[src/rtl/addop_pkg.sv]
package addop_pkg;

    typedef enum logic [3:0] {
        OP_ADD_RR      = 4'd0,
        OP_ADD_IMM     = 4'd1,
        OP_RSUB_RR     = 4'd2,
        OP_RSUB_IMM    = 4'd3,
        OP_ADD_EXT     = 4'd4,
        OP_RSUB_EXT    = 4'd5,
        OP_ADD_M1_EXT  = 4'd6,
        OP_ADD_Z_EXT   = 4'd7,
        OP_RSUB_M1_EXT = 4'd8,
        OP_RSUB_Z_EXT  = 4'd9,
        OP_NEGATE      = 4'd10,
        OP_ADD_OVCARRY = 4'd11,
        OP_RSV12       = 4'd12,
        OP_RSV13       = 4'd13,
        OP_RSV14       = 4'd14,
        OP_RSV15       = 4'd15
    } add_op_e;

    typedef enum logic [1:0] {
        BSRC_REG  = 2'd0,
        BSRC_IMM  = 2'd1,
        BSRC_ONES = 2'd2,
        BSRC_ZERO = 2'd3
    } bsrc_e;

    typedef enum logic [1:0] {
        CIN_ZERO = 2'd0,
        CIN_ONE  = 2'd1,
        CIN_CA   = 2'd2,
        CIN_OV   = 2'd3
    } cin_e;

    typedef struct packed {
        logic  inv_a;
        bsrc_e bsrc;
        cin_e  cin;
        logic  ov_carry;
    } add_ctl_t;

    typedef enum logic {
        ST_IDLE = 1'b0,
        ST_EMIT = 1'b1
    } out_state_e;

endpackage

[src/rtl/addop_decode.sv]
module addop_decode
    import addop_pkg::*;
(
    input  logic [3:0] op_i,
    output add_ctl_t   ctl_o
);
    add_op_e op;
    assign op = add_op_e'(op_i);

    always_comb begin
        ctl_o = '{inv_a: 1'b0, bsrc: BSRC_REG, cin: CIN_ZERO, ov_carry: 1'b0};
        unique case (op)
            OP_ADD_IMM:     ctl_o = '{inv_a: 1'b0, bsrc: BSRC_IMM,  cin: CIN_ZERO, ov_carry: 1'b0};
            OP_RSUB_RR:     ctl_o = '{inv_a: 1'b1, bsrc: BSRC_REG,  cin: CIN_ONE,  ov_carry: 1'b0};
            OP_RSUB_IMM:    ctl_o = '{inv_a: 1'b1, bsrc: BSRC_IMM,  cin: CIN_ONE,  ov_carry: 1'b0};
            OP_ADD_EXT:     ctl_o = '{inv_a: 1'b0, bsrc: BSRC_REG,  cin: CIN_CA,   ov_carry: 1'b0};
            OP_RSUB_EXT:    ctl_o = '{inv_a: 1'b1, bsrc: BSRC_REG,  cin: CIN_CA,   ov_carry: 1'b0};
            OP_ADD_M1_EXT:  ctl_o = '{inv_a: 1'b0, bsrc: BSRC_ONES, cin: CIN_CA,   ov_carry: 1'b0};
            OP_ADD_Z_EXT:   ctl_o = '{inv_a: 1'b0, bsrc: BSRC_ZERO, cin: CIN_CA,   ov_carry: 1'b0};
            OP_RSUB_M1_EXT: ctl_o = '{inv_a: 1'b1, bsrc: BSRC_ONES, cin: CIN_CA,   ov_carry: 1'b0};
            OP_RSUB_Z_EXT:  ctl_o = '{inv_a: 1'b1, bsrc: BSRC_ZERO, cin: CIN_CA,   ov_carry: 1'b0};
            OP_NEGATE:      ctl_o = '{inv_a: 1'b1, bsrc: BSRC_ZERO, cin: CIN_ONE,  ov_carry: 1'b0};
            OP_ADD_OVCARRY: ctl_o = '{inv_a: 1'b0, bsrc: BSRC_REG,  cin: CIN_OV,   ov_carry: 1'b1};
            default:        ctl_o = '{inv_a: 1'b0, bsrc: BSRC_REG,  cin: CIN_ZERO, ov_carry: 1'b0};
        endcase
    end
endmodule

[src/rtl/addop_operands.sv]
module addop_operands
    import addop_pkg::*;
#(
    parameter int W     = 64,
    parameter int IMM_W = 16
) (
    input  add_ctl_t           ctl_i,
    input  logic [W-1:0]       a_i,
    input  logic [W-1:0]       b_i,
    input  logic [IMM_W-1:0]   imm_i,
    input  logic               ca_i,
    input  logic               ov_i,
    output logic [W-1:0]       a_eff_o,
    output logic [W-1:0]       b_eff_o,
    output logic               cin_o
);
    localparam int EXT_W = W - IMM_W;

    logic [W-1:0] imm_sx;
    assign imm_sx  = {{EXT_W{imm_i[IMM_W-1]}}, imm_i};
    assign a_eff_o = ctl_i.inv_a ? ~a_i : a_i;

    always_comb begin
        unique case (ctl_i.bsrc)
            BSRC_REG:  b_eff_o = b_i;
            BSRC_IMM:  b_eff_o = imm_sx;
            BSRC_ONES: b_eff_o = '1;
            default:   b_eff_o = '0;
        endcase
    end

    always_comb begin
        unique case (ctl_i.cin)
            CIN_ZERO: cin_o = 1'b0;
            CIN_ONE:  cin_o = 1'b1;
            CIN_CA:   cin_o = ca_i;
            default:  cin_o = ov_i;
        endcase
    end
endmodule

[src/rtl/addop_core.sv]
module addop_core #(
    parameter int W  = 64,
    parameter int HW = 32
) (
    input  logic [W-1:0] a_i,
    input  logic [W-1:0] b_i,
    input  logic         cin_i,
    output logic [W-1:0] sum_o,
    output logic         c_full_o,
    output logic         c_top_o,
    output logic         c_half_o,
    output logic         c_half_lo_o
);
    logic [W:0] s;
    assign s           = {1'b0, a_i} + {1'b0, b_i} + {{W{1'b0}}, cin_i};
    assign sum_o       = s[W-1:0];
    assign c_full_o    = s[W];
    // carry into bit k recovered as sum ^ a ^ b at bit k
    assign c_top_o     = s[W-1]  ^ a_i[W-1]  ^ b_i[W-1];
    assign c_half_o    = s[HW]   ^ a_i[HW]   ^ b_i[HW];
    assign c_half_lo_o = s[HW-1] ^ a_i[HW-1] ^ b_i[HW-1];
endmodule

[src/rtl/addop_flags.sv]
module addop_flags #(
    parameter int W = 64
) (
    input  logic [W-1:0] sum_i,
    input  logic         c_full_i,
    input  logic         c_top_i,
    input  logic         c_half_i,
    input  logic         c_half_lo_i,
    input  logic         ov_carry_i,
    input  logic         ca_en_i,
    input  logic         ov_en_i,
    input  logic         rec_en_i,
    input  logic         ca_i,
    input  logic         ca32_i,
    input  logic         ov_i,
    input  logic         ov32_i,
    input  logic         so_i,
    output logic         ca_o,
    output logic         ca32_o,
    output logic         ov_o,
    output logic         ov32_o,
    output logic         so_o,
    output logic [3:0]   cr_o
);
    logic lt, eq, gt;

    always_comb begin
        if (ca_en_i && !ov_carry_i) begin
            ca_o   = c_full_i;
            ca32_o = c_half_i;
        end else begin
            ca_o   = ca_i;
            ca32_o = ca32_i;
        end

        if (ov_carry_i) begin
            ov_o   = c_full_i;
            ov32_o = c_half_i;
        end else if (ov_en_i) begin
            ov_o   = c_full_i ^ c_top_i;
            ov32_o = c_half_i ^ c_half_lo_i;
        end else begin
            ov_o   = ov_i;
            ov32_o = ov32_i;
        end

        so_o = ov_en_i ? (so_i | ov_o) : so_i;
    end

    assign lt   = sum_i[W-1];
    assign eq   = (sum_i == '0);
    assign gt   = !lt && !eq;
    assign cr_o = rec_en_i ? {lt, gt, eq, so_o} : 4'b0000;
endmodule

[src/rtl/addflag_alu.sv]
module addflag_alu
    import addop_pkg::*;
#(
    parameter int W     = 64,
    parameter int HW    = 32,
    parameter int IMM_W = 16
) (
    input  logic              clk,
    input  logic              rst_n,
    input  logic              valid_i,
    input  logic [3:0]        op_i,
    input  logic [W-1:0]      a_i,
    input  logic [W-1:0]      b_i,
    input  logic [IMM_W-1:0]  imm_i,
    input  logic              ca_i,
    input  logic              ca32_i,
    input  logic              ov_i,
    input  logic              ov32_i,
    input  logic              so_i,
    input  logic              ca_en_i,
    input  logic              ov_en_i,
    input  logic              rec_en_i,
    output logic              valid_o,
    output logic [W-1:0]      res_o,
    output logic              ca_o,
    output logic              ca32_o,
    output logic              ov_o,
    output logic              ov32_o,
    output logic              so_o,
    output logic [3:0]        cr_o,
    output logic              cr_wr_o
);
    add_ctl_t     ctl;
    logic [W-1:0] a_eff, b_eff, sum;
    logic         cin, c_full, c_top, c_half, c_half_lo;
    logic         n_ca, n_ca32, n_ov, n_ov32, n_so;
    logic [3:0]   n_cr;
    out_state_e   state, state_nx;

    addop_decode u_dec (.op_i(op_i), .ctl_o(ctl));

    addop_operands #(.W(W), .IMM_W(IMM_W)) u_opnd (
        .ctl_i(ctl), .a_i(a_i), .b_i(b_i), .imm_i(imm_i),
        .ca_i(ca_i), .ov_i(ov_i),
        .a_eff_o(a_eff), .b_eff_o(b_eff), .cin_o(cin)
    );

    addop_core #(.W(W), .HW(HW)) u_core (
        .a_i(a_eff), .b_i(b_eff), .cin_i(cin), .sum_o(sum),
        .c_full_o(c_full), .c_top_o(c_top),
        .c_half_o(c_half), .c_half_lo_o(c_half_lo)
    );

    addop_flags #(.W(W)) u_flg (
        .sum_i(sum), .c_full_i(c_full), .c_top_i(c_top),
        .c_half_i(c_half), .c_half_lo_i(c_half_lo),
        .ov_carry_i(ctl.ov_carry), .ca_en_i(ca_en_i), .ov_en_i(ov_en_i),
        .rec_en_i(rec_en_i), .ca_i(ca_i), .ca32_i(ca32_i), .ov_i(ov_i),
        .ov32_i(ov32_i), .so_i(so_i),
        .ca_o(n_ca), .ca32_o(n_ca32), .ov_o(n_ov), .ov32_o(n_ov32),
        .so_o(n_so), .cr_o(n_cr)
    );

    always_comb begin
        unique case (state)
            ST_IDLE: state_nx = valid_i ? ST_EMIT : ST_IDLE;
            ST_EMIT: state_nx = valid_i ? ST_EMIT : ST_IDLE;
            default: state_nx = ST_IDLE;
        endcase
    end

    always_ff @(posedge clk or negedge rst_n) begin
        if (!rst_n) state <= ST_IDLE;
        else        state <= state_nx;
    end

    always_ff @(posedge clk or negedge rst_n) begin
        if (!rst_n) begin
            res_o   <= '0;
            ca_o    <= 1'b0;
            ca32_o  <= 1'b0;
            ov_o    <= 1'b0;
            ov32_o  <= 1'b0;
            so_o    <= 1'b0;
            cr_o    <= 4'b0000;
            cr_wr_o <= 1'b0;
        end else if (valid_i) begin
            res_o   <= sum;
            ca_o    <= n_ca;
            ca32_o  <= n_ca32;
            ov_o    <= n_ov;
            ov32_o  <= n_ov32;
            so_o    <= n_so;
            cr_o    <= n_cr;
            cr_wr_o <= rec_en_i;
        end
    end

    assign valid_o = (state == ST_EMIT);
endmodule

[config.mk]
export PLATFORM = sky130hd
export DESIGN_NAME = addflag_alu
export DESIGN_NICKNAME = d
export VERILOG_FILES = /design/src/rtl/addop_pkg.sv /design/src/rtl/addop_decode.sv /design/src/rtl/addop_operands.sv /design/src/rtl/addop_core.sv /design/src/rtl/addop_flags.sv /design/src/rtl/addflag_alu.sv
export SDC_FILE = /design/constraint.sdc
export NUM_CORES = 1
export LEC_CHECK = 0
export ABC_AREA = 1
export BUFFER_PORTS_ARGS = -buffer_cell sky130_fd_sc_hd__buf_2
export CORE_AREA = 2 2 155 157
export DETAILED_ROUTE_END_ITERATION = 16
export DIE_AREA = 0 0 157 159
export PLACE_DENSITY = 0.67
export SLEW_MARGIN = 25
export SYNTH_ARGS = -nofsm -noshare
export SYNTH_HDL_FRONTEND = slang
export SYNTH_SLANG_ARGS = --single-unit
[constraint.sdc]
create_clock -name clk -period 1.58 [get_ports clk]
set_input_delay 0.237 -clock clk [delete_from_list [all_inputs] [get_ports clk]]
set_output_delay 0.237 -clock clk [all_outputs]
set_load 0.01 [all_outputs]
==> results.yml <==
timing:
  clock.fmax_mhz: 268
  maxSlewViolCount: 0
  fin_crit_sh_pct: 236
  post-route-min-period_ns: 3.73
  setup-violations-final: 73
  rsz0062_at_grt: "true"
  max_slew_margin_pct: 72.9
  fin_skew_ns: 0
  tightest_slew_ns: 0.404
  worst_slack_ns: -2.15
  hold_viol_final: 0
placed_design:
  portBuffers: 233
  finalWeightedCongestion: 0.988
  placed_cell_area_um2: 15100
  dp_slack_ns: -2.44
  dpl.hpwl_um: 35300
clock_network:
  clk_pin_slew_worst_paths_ns: 0.05
  ctsRootBufferMaster: "clkbuf_16"
  htreeDepth: 3
  cts_buffers: 9
  cts_tree: "built"
  worstSkewPairLatency_ns: 0.33
  cts_max_path_buffers: 2
  clkSinkCount: 75
setup_path:
  crit_fanout: 9
  r2r-end: "ov_o"
  path_class: "input pin to register"
  ff2ff_path_depth: 2
  cp_data_required_time_ns: 1.80
  reg2reg_slack_ns: 0.79
  crit_path_start_kind: "input pin"
  r2r-start: "ov_o"
  critPathCaptureType: "register"
  crit_arrival_ns: 3.95
die:
  die-width_um: 157
  rows: 56
  initial_core_util_pct: 44.3
  core_area_um2: 23200
  die_y_um: 159
  ioPinCount: 234
  die_area_um2: 25000
logic_synthesis:
  syn_nets: 2037
  synthesis.area_um2: 10300
  yosys_register_bits: 75
  ys_types: 36
  syn_inst: 1810
  avgSynthCellArea_um2: 5.68
  synth_seq_area_share_pct: 18.3
  yosysWarnings: 0
global_routing:
  grt_util_all_layers_pct: 36.5
  antenna_found_initial: 0
  grt_first_pass_wirelength_um: 71400
  grt_pass1_vias: 13700
  grt_max_degree: 67
  grt_overflow: 0
routing:
  routedWlPerCell_um: 19.6
  drt-total-wl_um: 53500
  ant_nets: 0
  drc: 0
  vias: 14900
  via_per_inst: 5.47
  firstDrtPassIters: 7
  drtIter0Drc: 1619
layout:
  layout_commonest_cell: "nand2_1"
  final_cell_mix: "nand2_1, buf_4, inv_1, buf_2, nand2_2"
  drive_gt1_share_pct: 55.3
  final_area_um2: 19500
  diodes: 0
  syn_to_final_growth_pct: 90.2
  nets: 2639
run_status:
  status: "finished, violations left"
  violations: "negative setup slack"
hold_path:
  hp-start: "ca32_i"
  min_delay_path_depth: 5
  hold_end: "ca32_o"
  hold_path_class: "input pin to register"
job:
  timing.max_cap.violations: 0
pwr:
  p_leak_nw: 10.2
  power_density_nw_per_um2: 1310
  ir_drop_mv: 0.880
-- report_power, final --
group          total, mW  switching (mW)  internal, mW
combinational       20.4            11.0          9.36
clock               2.04           0.744          1.30
sequential          3.10           0.474          2.63
-- cell families after synthesis --
group | count (synthesis) | synth area share [%]
xor+xnor | 95 | 8.46
flops | 75 | 18.3
fa+ha+maj | 68 | 8.43
compound gates | 199 | 11.2
simple gates | 1062 | 42.2
buf+inv | 311 | 11.5
-- worst max-delay path: stages --
cell and delay, ns:
buf_8 0.11, ha_4 0.15, inv_2 0.06, nand2_1 0.07, o211ai_1 0.16, nand2_4 0.14
inv_6 0.11, nand2_8 0.10, nand2_8 0.20, clkbuf_16 0.20, nand2_1 0.10, ha_4 0.33
nand2_2 0.10, nor2_2 0.23, nand2_1 0.21, nor3_4 0.35, nand2_4 0.12, nand2_4 0.11
nand2_4 0.07, nand2_2 0.07, nand2_1 0.06, nor2_1 0.12, nand2_1 0.10, nor2_2 0.16
nand3_1 0.09, nand4_1 0.10, nand2_1 0.07
-- metal layers --
layer,global-route usage [%],routed length [µm],vias to the layer above
li1,-,-,6832
met1,50.4,20800,6977
met2,60.9,25200,920
met3,2.20,4760,220
met4,11.8,2690,0
met5,0,0,-
-- registers in the layout (all words and copies together), names as in the netlist --
| signal | flops |
|---|---|
| ov_o | 1 |
| ca32_o | 1 |
| res_o | 64 |
| valid_o | 1 |
| ov32_o | 1 |
| cr_o | 4 |
| cr_wr_o | 1 |
| so_o | 1 |
| ca_o | 1 |
-- metrics by stage --
step,hold slack [ns],setup TNS [ns],total power [mW],cells,utilization (%)
4_1_cts,0.180,-92.07,21.8,2698,75.8
3_5_place_dp,0.119,-135.37,17.2,2634,64.9
3_3_place_gp,0.110,-128.84,17.0,2634,64.9
2_1_floorplan,-0.0586,-85.08,10.5,1810,-
6_report,0.212,-107.44,25.5,2735,84.3
5_1_grt,0.232,-112.06,26.7,2735,84.3
-- timing repair --
action | CTS | global route
setup buffers | 40 | 45
endpoints found under the hold margin | 9 | 0
hold buffers | 1 | 0
endpoints found under the setup margin | 73 | 73
pin swaps | 91 | 156
cloned | 8 | 5
gates resized for setup | 397 | 433
-- worst max-delay path by stage --
stage	slack, ns	start	depth (start not counted)	end
floorplan	-1.83	op_i[1]	30	cr_o[2]
global placement	-2.37	op_i[0]	32	cr_o[2]
detailed placement	-2.44	op_i[0]	31	cr_o[2]
CTS	-1.82	op_i[0]	27	cr_o[1]
global route	-2.28	op_i[0]	30	cr_o[2]
finish	-2.15	op_i[0]	27	cr_o[2]
-- synthesized netlist by cell type, drive strengths merged --
master / count / area (µm²)
clkbuf: 24 / 90.1
a31oi: 4 / 25.0
o211ai: 1 / 7.51
o21ai: 86 / 453
or2: 2 / 12.5
o21bai: 17 / 128
ha: 66 / 826
a21oi: 76 / 384
nand3: 79 / 400
inv: 276 / 1040
nand3b: 14 / 105
nor3: 11 / 80.1
fa: 2 / 40.0
buf: 11 / 56.3
nor2: 138 / 538
xor2: 4 / 35.0
a221o: 14 / 140
and2: 3 / 18.8
dfrtp: 75 / 1880
xnor2: 91 / 835
nand2: 791 / 3030
a221oi: 1 / 8.76
nor4: 4 / 25.0
nand4: 20 / 125
-- layout make-up --
cell class | instances | area [µm²]
timing repair inverter | 2 | 27.5
inverter | 276 | 1070
multi-input combinational | 1424 | 11100
sequential | 75 | 1880
fill | 1386 | 3650
clock buffer | 13 | 260
tap | 319 | 399
clock inverter | 2 | 35.0
timing repair buffer | 624 | 4760
Power figures use the tool's default switching activity.
